`src/rtl/rowscan_pkg.sv`:
```
package rowscan_pkg;
  parameter int unsigned DEF_ROWS    = 640;
  parameter int unsigned DEF_CYCLES  = 160;
  parameter int unsigned DEF_TICK    = 10;
  parameter int unsigned DEF_FRAME_W = 16;

  typedef struct packed {
    logic row_start;
    logic frame_start;
    logic disc_strobe;
    logic pix_tick;
  } rs_marks_t;
endpackage

```
`src/rtl/rs_mod_ctr.sv`:
```
// Modulo-MOD counter with a registered value and a combinational wrap carry.
module rs_mod_ctr #(
  parameter int unsigned MOD = 10,
  parameter int unsigned W   = 4
) (
  input  logic         clk,
  input  logic         rst,
  input  logic         clr,
  input  logic         inc,
  output logic [W-1:0] val,
  output logic         wrap
);
  logic at_last;

  assign at_last = (val == W'(MOD - 1));
  assign wrap    = inc && at_last;

  always_ff @(posedge clk) begin
    if (rst || clr) begin
      val <= '0;
    end else if (inc) begin
      val <= at_last ? '0 : val + W'(1);
    end
  end
endmodule

```
`src/rtl/rs_row_decode.sv`:
```
// Registered binary-to-one-hot row select.
module rs_row_decode #(
  parameter int unsigned ROWS  = 640,
  parameter int unsigned ROW_W = 10
) (
  input  logic             clk,
  input  logic             rst,
  input  logic             load,
  input  logic [ROW_W-1:0] row_in,
  output logic [ROWS-1:0]  onehot
);
  logic [ROWS-1:0] dec;

  for (genvar g = 0; g < ROWS; g++) begin : g_dec
    assign dec[g] = (row_in == ROW_W'(g));
  end

  always_ff @(posedge clk) begin
    if (rst) begin
      onehot <= ROWS'(1);
    end else if (load) begin
      onehot <= dec;
    end
  end
endmodule

```
`src/rtl/rowscan_seq.sv`:
```
module rowscan_seq
  import rowscan_pkg::*;
#(
  parameter int unsigned NUM_ROWS   = DEF_ROWS,
  parameter int unsigned ROW_CYCLES = DEF_CYCLES,
  parameter int unsigned TICK_DIV   = DEF_TICK,
  parameter int unsigned FRAME_W    = DEF_FRAME_W,
  localparam int unsigned ROW_W  = (NUM_ROWS > 1) ? $clog2(NUM_ROWS) : 1,
  localparam int unsigned CYC_W  = (ROW_CYCLES > 1) ? $clog2(ROW_CYCLES) : 1,
  localparam int unsigned TICK_W = (TICK_DIV > 1) ? $clog2(TICK_DIV) : 1
) (
  input  logic                clk,
  input  logic                rst,
  input  logic                enable,
  input  logic                resync,
  output logic [ROW_W-1:0]    row_idx,
  output logic [NUM_ROWS-1:0] row_onehot,
  output logic [CYC_W-1:0]    cycle_idx,
  output logic                row_start,
  output logic                frame_start,
  output logic                disc_strobe,
  output logic                pix_tick,
  output logic [FRAME_W-1:0]  frame_cnt
);
  // Scan position: the cycle that the next enabled edge consumes.
  logic [ROW_W-1:0]  row_q;
  logic [CYC_W-1:0]  cyc_q;
  logic [TICK_W-1:0] tick_q;
  logic              cyc_wrap;
  logic              row_wrap;
  rs_marks_t         marks_q;

  rs_mod_ctr #(.MOD(ROW_CYCLES), .W(CYC_W)) u_cyc_ctr (
    .clk (clk),
    .rst (rst),
    .clr (resync),
    .inc (enable),
    .val (cyc_q),
    .wrap(cyc_wrap)
  );

  rs_mod_ctr #(.MOD(NUM_ROWS), .W(ROW_W)) u_row_ctr (
    .clk (clk),
    .rst (rst),
    .clr (resync),
    .inc (cyc_wrap),
    .val (row_q),
    .wrap(row_wrap)
  );

  rs_row_decode #(.ROWS(NUM_ROWS), .ROW_W(ROW_W)) u_row_dec (
    .clk   (clk),
    .rst   (rst),
    .load  (enable || resync),
    .row_in(resync ? '0 : row_q),
    .onehot(row_onehot)
  );

  // Report registers, the pixel-tick divider and the frame counter.
  always_ff @(posedge clk) begin
    if (rst || resync) begin
      row_idx   <= '0;
      cycle_idx <= '0;
      marks_q   <= '0;
      tick_q    <= '0;
      frame_cnt <= '0;
    end else if (enable) begin
      row_idx             <= row_q;
      cycle_idx           <= cyc_q;
      marks_q.row_start   <= (cyc_q == '0);
      marks_q.frame_start <= (cyc_q == '0) && (row_q == '0);
      marks_q.disc_strobe <= cyc_wrap;
      marks_q.pix_tick    <= (tick_q == '0);
      tick_q              <= (cyc_wrap || tick_q == TICK_W'(TICK_DIV - 1)) ? '0 : tick_q + TICK_W'(1);
      if (row_wrap) begin
        frame_cnt <= frame_cnt + FRAME_W'(1);
      end
    end else begin
      marks_q <= '0;
    end
  end

  assign row_start   = marks_q.row_start;
  assign frame_start = marks_q.frame_start;
  assign disc_strobe = marks_q.disc_strobe;
  assign pix_tick    = marks_q.pix_tick;
endmodule

```
`config.mk`:
```
export PLATFORM = sky130hd
export DESIGN_NAME = rowscan_seq
export DESIGN_NICKNAME = d
export VERILOG_FILES = /design/src/rtl/rowscan_pkg.sv /design/src/rtl/rs_mod_ctr.sv /design/src/rtl/rs_row_decode.sv /design/src/rtl/rowscan_seq.sv
export SDC_FILE = /design/constraint.sdc
export NUM_CORES = 1
export LEC_CHECK = 0
export CAP_MARGIN = 40
export CORE_AREA = 5 5 260 262
export CTS_BUF_LIST = sky130_fd_sc_hd__clkbuf_16
export DETAILED_ROUTE_END_ITERATION = 8
export DIE_AREA = 0 0 265 267
export PLACE_DENSITY = 0.66
export SLEW_MARGIN = 25
export SYNTH_ARGS = -nofsm -noshare
export SYNTH_HDL_FRONTEND = slang
export SYNTH_SLANG_ARGS = --single-unit
```
`constraint.sdc`:
```
create_clock -name clk -period 6 [get_ports clk]
set_input_delay 1.8 -clock clk [delete_from_list [all_inputs] [get_ports clk]]
set_output_delay 1.8 -clock clk [all_outputs]
set_load 0.005 [all_outputs]
```
## Word-level counts from Yosys, hierarchy flattened

Index checks and enable logic that the tools add are counted.

- Input port bits: 4
- Logic and storage cells: 674
- Output and inout port bits: 678
- Register bits after elaboration: 700

- Bitwise logic cells: 1
- Reductions and logical operators: 12
- Muxes and demuxes: 4
- Equal/unequal tests: 642
- Add/sub/neg operators: 4

Operators by type and width:

| cell | number |
|---|---|
| $eq 10x9->1 const B | 256 |
| $eq 10x10->1 const B | 129 |
| $eq 10x8->1 const B | 128 |
| $eq 10x7->1 const B | 64 |
| $eq 10x6->1 const B | 32 |
| $eq 10x5->1 const B | 16 |
| $eq 10x4->1 const B | 8 |
| $eq 10x3->1 const B | 4 |
| $eq 10x2->1 const B | 2 |
| $logic_not 10->1 | 2 |
| $mux 10 | 2 |
| $add 16x1->16 const B | 1 |
| $add 10x1->10 const B | 1 |
| $eq 10x1->1 const B | 1 |
| $add 8x1->8 const B | 1 |
| $eq 8x8->1 const B | 1 |
| $logic_not 8->1 | 1 |
| $mux 8 | 1 |
| $add 4x1->4 const B | 1 |
| $eq 4x4->1 const B | 1 |
| $logic_not 4->1 | 1 |
| $mux 4 | 1 |
| $logic_and 1x1->1 | 3 |
| $logic_or 1x1->1 | 3 |
| 3 further kinds | 3 |

## Longest topological paths before layout

- Word-level depth: 4
- Depth in mapped cells: 8

## By module

A second synthesis with hierarchy kept.

- Cell total of the unflattened synthesis: 2424
- Area total of the unflattened synthesis: 23218.5 sq um

By module, submodules not included:

| module | cells each | area an instance (sq um) | times used |
|---|---|---|---|
| rs_row_decode | 2124 | 20494.7 | 1 |
| rowscan_seq | 198 | 1818.0 | 1 |
| rs_mod_ctr (u_row_ctr) | 60 | 530.5 | 1 |
| rs_mod_ctr (u_cyc_ctr) | 42 | 375.4 | 1 |

## Worst setup path before layout

No wires, ideal clock.

- Kind: in2reg
- From: input enable
- To: register u_row_dec.onehot[124]
- Arrival time: 3354 ps
- Stages on the path: 7
- Library setup time: 65 ps
- Path slack: 2581 ps
- Cells stage by stage: clkbuf_1 > or3b_1 > buf_2 > a211oi_2 > buf_2 > a22oi_1 > nor2_1

- Longest elaborated chain between the ends: 1

Ends and longest elaborated chain:

| what | line | source |
|---|---|---|
| from (decl) | rowscan_seq.sv:14 | `input logic enable,` |
| $logic_or 1x1->1 | rowscan_seq.sv:54 | `.load (enable \|\| resync),` |
| to (signal assigned) | rs_row_decode.sv:20 | `onehot <= ROWS'(1);` |
| to (signal assigned) | rs_row_decode.sv:22 | `onehot <= dec;` |
| to (decl) | rs_row_decode.sv:10 | `output logic [ROWS-1:0] onehot` |

No other way between the ends.
A chain may end at the register's enable or synchronous reset.

## Worst setup path in the final report

- From: input resync
- To: register u_row_dec.onehot[519]

- Longest elaborated chain between the ends: 2
- Elaborated cells between the ends (all ways): 3

Ends and longest elaborated chain:

| what | line | source |
|---|---|---|
| from (decl) | rowscan_seq.sv:15 | `input logic resync,` |
| $mux 10 | rowscan_seq.sv:55 | `.row_in(resync ? '0 : row_q),` |
| $eq 10x10->1 | rs_row_decode.sv:15 | `assign dec[g] = (row_in == ROW_W'(g));` |

Parallel ways exist; a longest one is shown, timed or not.

==> run summary <==
Critical-path top delay cell - or3b_2
synthesis warning total - 0
CTS Hold Bufs - 0
fin crit period - 4120 ps
top post-synthesis cells by area - dfxtp_1 (57%), a22oi_1 (19%), nor2_1 (11%), clkbuf_1 (3.4%), buf_2 (0.88%)
vias in the first global route - 22,000
critical path class - primary input to flop
global route overflow - 0
hold path startpoint - u_row_dec.onehot[257]
leakage - 11.9 nW
WP data required - 6530 ps
worst-case reg-to-reg path depth - 5
Power, Total - 9.67 mW
Die Ht - 267 µm
post-DR vias/cell - 5.67
flops & latches, synth - 700
number of distinct library cells after synthesis - 52
Mean Syn Cell Area - 9.49 µm²
FMAX - 0.243 GHz
Cells after Synth - 2,578
area of the mapped netlist - 0.0245 mm²
Final Hold Viols - 0
clk root buf - clkbuf_16
# nets final - 3,180
fraction of synthesized area in multiplexers - 0.00696
power per cell area - 276 mW/mm²
Die W - 265 µm
TritonRoute pass-1 iters - 9
asr flop ratio synth - 0
clk_lat worst skew - 620 ps
sequential share of the synthesized area - 0.573
Die ar. - 0.0708 mm²
Clock transition at path regs - 60 ps
busiest grt layer - met2
share of the synthesized area in the top cell type - 0.573
GR Util met1 - 0.334
CTS tree - built
Max Buffers Root-to-Sink - 3
crit path cell chain - clkdlybuf4s50_1, or3b_2, nor2_4, buf_4, a22oi_1, nor2_1
HPWL after DPL - 68,500 µm
Setup Skew - 31.7 ps
max-cap violation count - 0
leading area contributor after synthesis - dfxtp_1
Mapped Nets - 2,590
relative slew slack - 0.295
post-route ant nets - 0
Period Utilization, post-route - 0.687
Reg-to-Reg End - u_row_ctr.val[5]
Buf/Inv on CP - 2
I/O Buffers - 681
Post-synth EDFFs - 0
total wire length - 103,000 µm
Clock Sinks - 700
Routability Congestion - 0.842
# rows - 94
compound-cell area share of the yosys netlist - 0.213
WP data arrival - 4650 ps
Critical Path End Type - flop
simple-gate share of the synthesized area - 0.153
main flop type after synthesis - dfxtp_1
Sum Neg Setup Slack - 0 ps
most common library cells after synthesis - dfxtp_1 (700), nor2_1 (690), a22oi_1 (632)
post-CTS setup buffers - 0
WHS Endpoint - u_row_dec.onehot[257]
Max H-tree Level - 3
global-route track usage on met3 - 0.0802
RSZ-0062 raised after global routing - false
IO Pins - 682
r2r setup slk - 3110 ps
largest family of logic cells by synthesized area - compound AO/OA/AOI/OAI gates
critical path depth in cells - 6
total track usage - 0.270
CP Launch Type - primary input
status - complete, no violations
most frequent cell after synthesis - dfxtp_1
HP Class - flop to flop
# setup viols final - 0
routed len/inst - 25.1 µm
Peak VDD IR - 0.232 mV
Inserted Clock Buffers - 74
Syn-to-layout area delta - 43.0%
Max stage delay on crit path - 800 ps
first-pass GRT wire length - 148,000 µm
Vias - 23,200
Post-Synth Adder-Cell Area - 0.00409
share of layout cells above drive strength 1 - 0.0875
antenna violations before repair - 1
worst-margin pin slew - 1060 ps
worst-path fanout max - 18
Hold Crit Depth - 2
Top Family by Delay on Critical Path - simple AND/OR/NAND/NOR gates
post-cts resize count - 0
Initial Util - 0.375
Placeable Area - 0.0652 mm²
post-synthesis xor/xnor area fraction - 0.00430
number of DRC markers in iteration 0 - 2,504
reg2reg start - u_row_ctr.val[0]
Layout fillers - 5,774
largest net degree at the start of global routing - 213
Slew Limit Fails - 0
met2 Use GR - 0.446
Post-route DRC - 0
[sequential cells by signal (all words and copies together) (netlist names)]
signal,flops
u_row_ctr.val,10
frame_start,1
row_idx,10
disc_strobe,1
u_row_dec.onehot,640
cycle_idx,8
row_start,1
tick_q,4
frame_cnt,16
pix_tick,1
u_cyc_ctr.val,8
[cell usage in the layout, fill, tap and decap left out, types with 8 or more instances in the layout]
master | netlist | routed
dfxtp_1 | 700 | 700
clkdlybuf4s50_1 | 0 | 679
nor2_1 | 690 | 677
a22oi_1 | 632 | 632
buf_4 | 0 | 88
clkbuf_16 | 0 | 76
nand2_1 | 27 | 27
a21oi_1 | 28 | 27
nor3_2 | 21 | 25
mux2i_1 | 17 | 17
nor3_1 | 23 | 17
inv_1 | 10 | 16
nand4_1 | 14 | 14
nor2_4 | 0 | 13
clkinv_1 | 1 | 13
nand3_1 | 13 | 13
clkinv_2 | 0 | 13
bufinv_16 | 0 | 13
or4_1 | 12 | 12
o31ai_1 | 11 | 11
xor2_1 | 9 | 9
o21ai_0 | 8 | 8
ha_1 | 8 | 8
buf_12 | 0 | 8
[stage by stage]
stage / hold WS, ps / instance area [µm²] / setup slack, ps / instances / utilization
after floorplan: 435 / 24500 / 2580 / 2578 / -
after global placement: 452 / 32200 / 1340 / 3945 / 0.495
after detailed placement: 451 / 32400 / 1260 / 3953 / 0.497
after CTS: 468 / 34900 / 1900 / 4084 / 0.536
after global routing: 490 / 35000 / 1750 / 4088 / 0.537
final: 466 / 35000 / 1880 / 4088 / 0.537
[layout make-up]
class / count / area [µm²] / share of cell area
clock buffer: 76 / 1900 / 0.0544
tap: 864 / 1080 / 0.0309
sequential: 700 / 14000 / 0.400
antenna: 1 / 2.50 / 0.0000715
inverter: 11 / 41.3 / 0.00118
timing repair buffer: 787 / 7830 / 0.224
clock inverter: 55 / 643 / 0.0184
multi-input combinational: 1594 / 9470 / 0.271
[worst min-delay path: cells and delay by family (launching register included)]
kind	cells	cell delay, ps
and+or+nand+nor	1	50
AOI/OAI and AO/OA	1	50
DFF	1	310
[worst max path at each step]
stage,from,end,slack (ps)
floorplan,enable,u_row_dec.onehot[124],2580
global placement,resync,u_row_dec.onehot[525],1340
detailed placement,resync,u_row_dec.onehot[247],1260
CTS,resync,u_row_dec.onehot[519],1900
global route,resync,u_row_dec.onehot[231],1750
finish,resync,u_row_dec.onehot[519],1880
[per-layer routing]
layer	wire [µm]	vias to the layer above
li1	-	10400
met1	40500	11400
met2	49100	1147
met3	9170	229
met4	4120	0
met5	0	-
[kinds of logic (layout without fill, tap and decap cells)]
group	count (synthesis)	count (layout)
simple gates	856	856
flops	700	700
fa+ha+maj	8	8
other cells	0	1
mux	17	17
xor+xnor	12	12
buf+inv	284	929
compound gates	701	701
[power by group]
group	leakage, nW	total (mW)	internal, mW	switching [mW]
Clock	1.27	4.82	2.88	1.95
Combinational	5.00	0.194	0.0251	0.168
Sequential	5.64	4.65	4.65	0.00219
Total	11.9	9.67	7.55	2.12
(Power assumes the default switching activity.)
